## config.mk

```make
export PLATFORM = sky130hd
export DESIGN_NAME = cmd_seq_wprot
export DESIGN_NICKNAME = d
export VERILOG_FILES = /design/src/rtl/cmd_seq_wprot_pkg.sv /design/src/rtl/cmd_seq_ctrl.sv /design/src/rtl/cmd_seq_dpath.sv /design/src/rtl/cmd_seq_wprot.sv
export SDC_FILE = /design/constraint.sdc
export NUM_CORES = 1
export LEC_CHECK = 0
export ABC_AREA = 1
export CAP_MARGIN = 5
export CELL_PAD_IN_SITES_DETAIL_PLACEMENT = 1
export CELL_PAD_IN_SITES_GLOBAL_PLACEMENT = 1
export CORE_ASPECT_RATIO = 1.2
export CORE_MARGIN = 1.5
export CORE_UTILIZATION = 32
export CTS_CLUSTER_SIZE = 12
export DETAILED_ROUTE_END_ITERATION = 8
export GPL_ROUTABILITY_DRIVEN = 0
export PLACE_DENSITY = 0.84
export RECOVER_POWER = 25
export SKIP_CTS_REPAIR_TIMING = 1
export SLEW_MARGIN = 20
export SYNTH_ARGS = -nofsm -noshare
export SYNTH_HDL_FRONTEND = slang
export SYNTH_SLANG_ARGS = --single-unit
```

## constraint.sdc

```tcl
create_clock -name clk -period 3.6 [get_ports clk]
set_input_delay 0.9 -clock clk [delete_from_list [all_inputs] [get_ports clk]]
set_output_delay 0.9 -clock clk [all_outputs]
set_load 0.05 [all_outputs]
```

## src/rtl/cmd_seq_wprot_pkg.sv

```systemverilog
package cmd_seq_wprot_pkg;

  localparam logic [11:0] ADR_LO = 12'h555;
  localparam logic [11:0] ADR_HI = 12'hAAA;
  localparam logic [7:0]  KEY_A  = 8'hAA;
  localparam logic [7:0]  KEY_B  = 8'h55;
  localparam logic [7:0]  KEY_ARM = 8'hA0;
  localparam logic [7:0]  KEY_LOCK = 8'hC0;
  localparam logic [7:0]  KEY_OFF = 8'h80;

  typedef enum logic [2:0] {
    SQ_IDLE,
    SQ_G1,
    SQ_G2,
    SQ_ARMED,
    SQ_OFF4,
    SQ_LK3,
    SQ_LK4,
    SQ_LKREG
  } seqState_e;

  typedef struct packed {
    logic cmdByte;
    logic arm;
    logic disarm;
    logic maskLoad;
    logic closeWin;
  } protStrb_t;

endpackage

```

## src/rtl/cmd_seq_ctrl.sv

```systemverilog
module cmd_seq_ctrl
  import cmd_seq_wprot_pkg::*;
#(
  parameter int ADDR_W = 13,
  parameter int DATA_W = 8
) (
  input  logic              clk,
  input  logic              rst_n,
  input  logic              wrReq,
  input  logic [ADDR_W-1:0] wrAddr,
  input  logic [DATA_W-1:0] wrData,
  input  logic              loadTimeout,
  output protStrb_t         strb
);
  localparam int CMD_W = ADDR_W - 1;

  seqState_e state, effState, nextState;
  logic [CMD_W-1:0] cmdAddr;

  assign cmdAddr  = wrAddr[CMD_W-1:0];
  assign effState = loadTimeout ? SQ_IDLE : state;

  function automatic logic hit(input logic [CMD_W-1:0] a, input logic [DATA_W-1:0] d,
                               input logic [11:0] ka, input logic [7:0] kd);
    return (a == CMD_W'(ka)) && (d == DATA_W'(kd));
  endfunction

  always_comb begin
    nextState = effState;
    strb = '0;
    strb.closeWin = loadTimeout;
    if (wrReq) begin
      nextState = SQ_IDLE;
      unique case (effState)
        SQ_IDLE:
          if (hit(cmdAddr, wrData, ADR_LO, KEY_A)) begin
            strb.cmdByte = 1'b1; nextState = SQ_G1;
          end
        SQ_G1:
          if (hit(cmdAddr, wrData, ADR_HI, KEY_B)) begin
            strb.cmdByte = 1'b1; nextState = SQ_G2;
          end
        SQ_G2:
          if (hit(cmdAddr, wrData, ADR_LO, KEY_ARM)) begin
            strb.cmdByte = 1'b1; strb.arm = 1'b1; nextState = SQ_ARMED;
          end else if (hit(cmdAddr, wrData, ADR_HI, KEY_LOCK)) begin
            strb.cmdByte = 1'b1; nextState = SQ_LK3;
          end
        SQ_ARMED:
          if (hit(cmdAddr, wrData, ADR_LO, KEY_A)) begin
            strb.cmdByte = 1'b1; nextState = SQ_OFF4;
          end
        SQ_OFF4:
          if (hit(cmdAddr, wrData, ADR_HI, KEY_OFF)) begin
            strb.cmdByte = 1'b1; strb.disarm = 1'b1;
          end
        SQ_LK3:
          if (hit(cmdAddr, wrData, ADR_LO, KEY_A)) begin
            strb.cmdByte = 1'b1; nextState = SQ_LK4;
          end
        SQ_LK4:
          if (hit(cmdAddr, wrData, ADR_LO, KEY_ARM)) begin
            strb.cmdByte = 1'b1; nextState = SQ_LKREG;
          end
        SQ_LKREG: begin
          strb.cmdByte = 1'b1; strb.maskLoad = 1'b1;
        end
        default: nextState = SQ_IDLE;
      endcase
    end
  end

  always_ff @(posedge clk or negedge rst_n) begin
    if (!rst_n) state <= SQ_IDLE;
    else        state <= nextState;
  end

  // a timeout in the same cycle as a write never lets it load the mask
  assert_timeout_abort_R10: assert property (@(posedge clk) disable iff (!rst_n)
    (loadTimeout && wrReq) |-> !strb.maskLoad);

  // arming and disarming never both happen on one byte
  assert_arm_excl_R3: assert property (@(posedge clk) disable iff (!rst_n)
    strb.arm |-> !strb.disarm);

endmodule

```

## src/rtl/cmd_seq_dpath.sv

```systemverilog
module cmd_seq_dpath
  import cmd_seq_wprot_pkg::*;
#(
  parameter int ADDR_W = 13,
  parameter int DATA_W = 8,
  parameter int BLOCKS = 8
) (
  input  logic              clk,
  input  logic              rst_n,
  input  logic              wrReq,
  input  logic [ADDR_W-1:0] wrAddr,
  input  logic [DATA_W-1:0] wrData,
  input  protStrb_t         strb,
  output logic              arrayWrEn,
  output logic [BLOCKS-1:0] lockMask,
  output logic              protectOn,
  output logic              windowOpen
);
  localparam int BLK_W = $clog2(BLOCKS);

  logic [BLK_W-1:0] blkIdx;
  logic             blkLocked;
  logic             winLive;

  assign blkIdx    = wrAddr[ADDR_W-1 -: BLK_W];
  assign blkLocked = lockMask[blkIdx];
  assign winLive   = windowOpen && !strb.closeWin;
  assign arrayWrEn = wrReq && !strb.cmdByte && !blkLocked && (!protectOn || winLive);

  always_ff @(posedge clk or negedge rst_n) begin
    if (!rst_n) begin
      protectOn  <= 1'b0;
      windowOpen <= 1'b0;
      lockMask   <= '0;
    end else begin
      if (strb.arm)         protectOn <= 1'b1;
      else if (strb.disarm) protectOn <= 1'b0;
      if (strb.arm)                          windowOpen <= 1'b1;
      else if (strb.disarm || strb.closeWin) windowOpen <= 1'b0;
      if (strb.maskLoad) lockMask <= BLOCKS'(wrData);
    end
  end

  assert_cmd_silent_R8: assert property (@(posedge clk) disable iff (!rst_n)
    strb.cmdByte |-> !arrayWrEn);

  assert_lock_veto_R7: assert property (@(posedge clk) disable iff (!rst_n)
    (wrReq && lockMask[blkIdx]) |-> !arrayWrEn);

  assert_closed_block_R4: assert property (@(posedge clk) disable iff (!rst_n)
    (wrReq && protectOn && !windowOpen) |-> !arrayWrEn);

  assert_timeout_close_R5: assert property (@(posedge clk) disable iff (!rst_n)
    strb.closeWin |=> !windowOpen);

  assert_mask_hold_R6: assert property (@(posedge clk) disable iff (!rst_n)
    !strb.maskLoad |=> $stable(lockMask));

  assert_window_needs_arm_R12: assert property (@(posedge clk) disable iff (!rst_n)
    windowOpen |-> protectOn);

endmodule

```

## src/rtl/cmd_seq_wprot.sv

```systemverilog
module cmd_seq_wprot
  import cmd_seq_wprot_pkg::*;
#(
  parameter int ADDR_W = 13,
  parameter int DATA_W = 8,
  parameter int BLOCKS = 8
) (
  input  logic              clk,
  input  logic              rst_n,
  input  logic              wrReq,
  input  logic [ADDR_W-1:0] wrAddr,
  input  logic [DATA_W-1:0] wrData,
  input  logic              loadTimeout,
  output logic              arrayWrEn,
  output logic [BLOCKS-1:0] lockMask,
  output logic              protectOn,
  output logic              windowOpen
);
  protStrb_t strb;

  cmd_seq_ctrl #(.ADDR_W(ADDR_W), .DATA_W(DATA_W)) ctrl_i (
    .clk(clk), .rst_n(rst_n), .wrReq(wrReq), .wrAddr(wrAddr),
    .wrData(wrData), .loadTimeout(loadTimeout), .strb(strb)
  );

  cmd_seq_dpath #(.ADDR_W(ADDR_W), .DATA_W(DATA_W), .BLOCKS(BLOCKS)) dpath_i (
    .clk(clk), .rst_n(rst_n), .wrReq(wrReq), .wrAddr(wrAddr),
    .wrData(wrData), .strb(strb), .arrayWrEn(arrayWrEn),
    .lockMask(lockMask), .protectOn(protectOn), .windowOpen(windowOpen)
  );

endmodule

```

==> run metrics <==
met1 global-route usage 23.3%; Layout area overhead 42.8%; max-slew violations 0; H-Tree Depth 1; fmax 289 MHz; ratio of cells with drive above 1 in the final layout 7.88%; power per cell area 216 mW/mm²; setup_tns 0 ns; GRT met3 Usage 2.76%; worst setup margin 0.135 ns; initial antenna violation count 0; DR iter-0 viols 14; most used routing layer met2; worst-skew pair later-pin latency 0.29 ns; Final Hold Viols 0; synthesized net count 189; CTS buffer count 3; CTS tree done; input/output buffers 35; clock-pin slew on the worst setup and hold paths 0.09 ns; largest net degree at the start of global routing 14; DIE AREA 0.00350 mm²; wire per inst 13.8 µm; Startpoint Class primary input; Final Critical Period 3.46 ns; final WL 3290 µm; DRC viols 0; dpl hpwl 2810 µm; row count 22; Hold Crit Class flop to flop; fin util 47.6%; FF-to-FF Start ctrl_i.state[2]; leading area contributor after synthesis dfrtp_1; Tcrit/Tclk final 96.2%; met2 Track Usage GR 37.7%; Die Height 64.5 µm; WP data required 2.70 ns; measured slew at the worst slew-check pin 0.617 ns; top-area cell type share of the netlist area 32.3%; Max-slew headroom 58.7%; max-cap violation count 0; crit path from wrAddr[11]; Worst Path Class, Setup primary input to output pin; Total GRT Usage 20.4%; I/O pin count 36; # diodes 0; sequential fraction of the synthesis area 32.3%; Die Span X 54.2 µm; vias per inst 4.98; worst hold margin 0.521 ns; clock buffer depth 2; vias in the first global route 1235; Core ar. 0.00303 mm²; P_leak 0.726 nW; Mapped Cells 164; pre-CTS setup slack 0.0214 ns; CP Capture Type output pin; RSZ-0062 raised after global routing no; clock skew 0.00323 ns; final net count 229; top post-synthesis cells by area dfrtp_1 (32%), nand2_1 (16%), nor2_1 (13%), inv_1 (8.9%), nand3_1 (7.4%); Root Driver clkbuf_4; post-route ant nets 0; # fillers 429; yosys warns 0; first-pass GRT wire length 5310 µm; Setup Viol. Count Final 0; total gr overflow 0; vias 1190; Worst VDD drop 0.000163 V; Mapped Area 0.00101 mm²; FF+latch count, synth 13; Worst Path Max Fanout 6; status finished, final reports clean; crit path DAT 2.56 ns; clock sink count 13; min-delay src dpath_i.protectOn; syn avg cell area 6.15 µm²; First-pass DRT Iterations 4; Initial Util 33.3%; Unique masters post-synth 17
[metrics by stage]
stage	total power, W	cells	area (µm²)
final	0.000310	239	1440
after global routing	0.000322	239	1440
after CTS	0.000312	239	1440
after detailed placement	0.000215	235	1410
after global placement	0.000213	235	1410
after floorplan	0.000170	164	1010
[Yosys cell counts]
master,count
buf_6,1
nor3_1,5
nand3_1,15
mux2_2,2
nor2_1,34
a21oi_1,1
nand3b_1,1
o211ai_1,1
nand4_1,5
inv_1,24
mux2_4,2
nand2_2,3
o21ai_0,12
nand2_1,42
inv_2,2
nor2_2,1
dfrtp_1,13
[worst paths after layout]
check	cells after the start	endpoint	slack, ns
worst min register to register	2	dpath_i.protectOn	0.52
worst max-delay path	11	arrayWrEn	0.14
worst min-delay path	2	dpath_i.protectOn	0.52
max in group asynchronous	1	dpath_i.lockMask[4]	2.15
worst max register to register	8	dpath_i.windowOpen	2.06
min in group asynchronous	1	ctrl_i.state[1]	1.05
[worst max-delay path, stage by stage]
cell	delay [ns]
clkdlybuf4s50_1	0.59
nand3_1	0.14
inv_1	0.07
nand2_1	0.04
nor2_1	0.25
nand2_1	0.13
nand2_1	0.11
nor2_1	0.05
nand2_1	0.06
nor2_1	0.06
buf_12	0.15
[layout by cell type (no fill, tap or decap), types with 5 or more instances in the layout]
master,instances
nand2_1,42
nor2_1,34
clkdlybuf4s50_1,32
inv_1,24
nand3_1,15
dfrtp_1,13
o21ai_0,12
nand4_1,5
nor3_1,5
[area by class of cell]
type	count	area, µm²	area share [%]
timing repair buffer	36	370	25.7
clock inverter	1	5.00	0.348
tap	36	45.0	3.13
clock buffer	3	22.5	1.56
sequential	13	325	22.6
multi-input combinational	124	574	39.9
inverter	26	97.6	6.78
[report_power, final]
group	total [W]	switching (W)	internal (W)
clock network	0.0000993	0.0000579	0.0000414
registers	0.000146	0.0000000000153	0.000146
logic	0.0000652	0.0000319	0.0000333
[layer usage]
| layer | vias up | part of all wire, % |
|---|---|---|
| met5 | - | 0 |
| met4 | 0 | 1.2 |
| met3 | 7 | 3.1 |
| met2 | 28 | 55 |
| met1 | 560 | 41 |
| li1 | 595 | - |
[sequential cells by signal, summed over array words and instances (netlist names)]
signal              cells
dpath_i.lockMask        8
dpath_i.protectOn       1
dpath_i.windowOpen      1
ctrl_i.state            3
[logic make-up (layout without fill, tap and decap cells)]
| group | after synthesis | after routing | synth area share (%) |
|---|---|---|---|
| AO/OA/AOI/OAI | 14 | 14 | 7.20 |
| buffers and inverters | 27 | 66 | 10.8 |
| flip-flops | 13 | 13 | 32.3 |
| multiplexers | 4 | 4 | 5.21 |
| AND/OR/NAND/NOR | 106 | 106 | 44.5 |
Note: power is estimated with default switching activity, not from simulation.
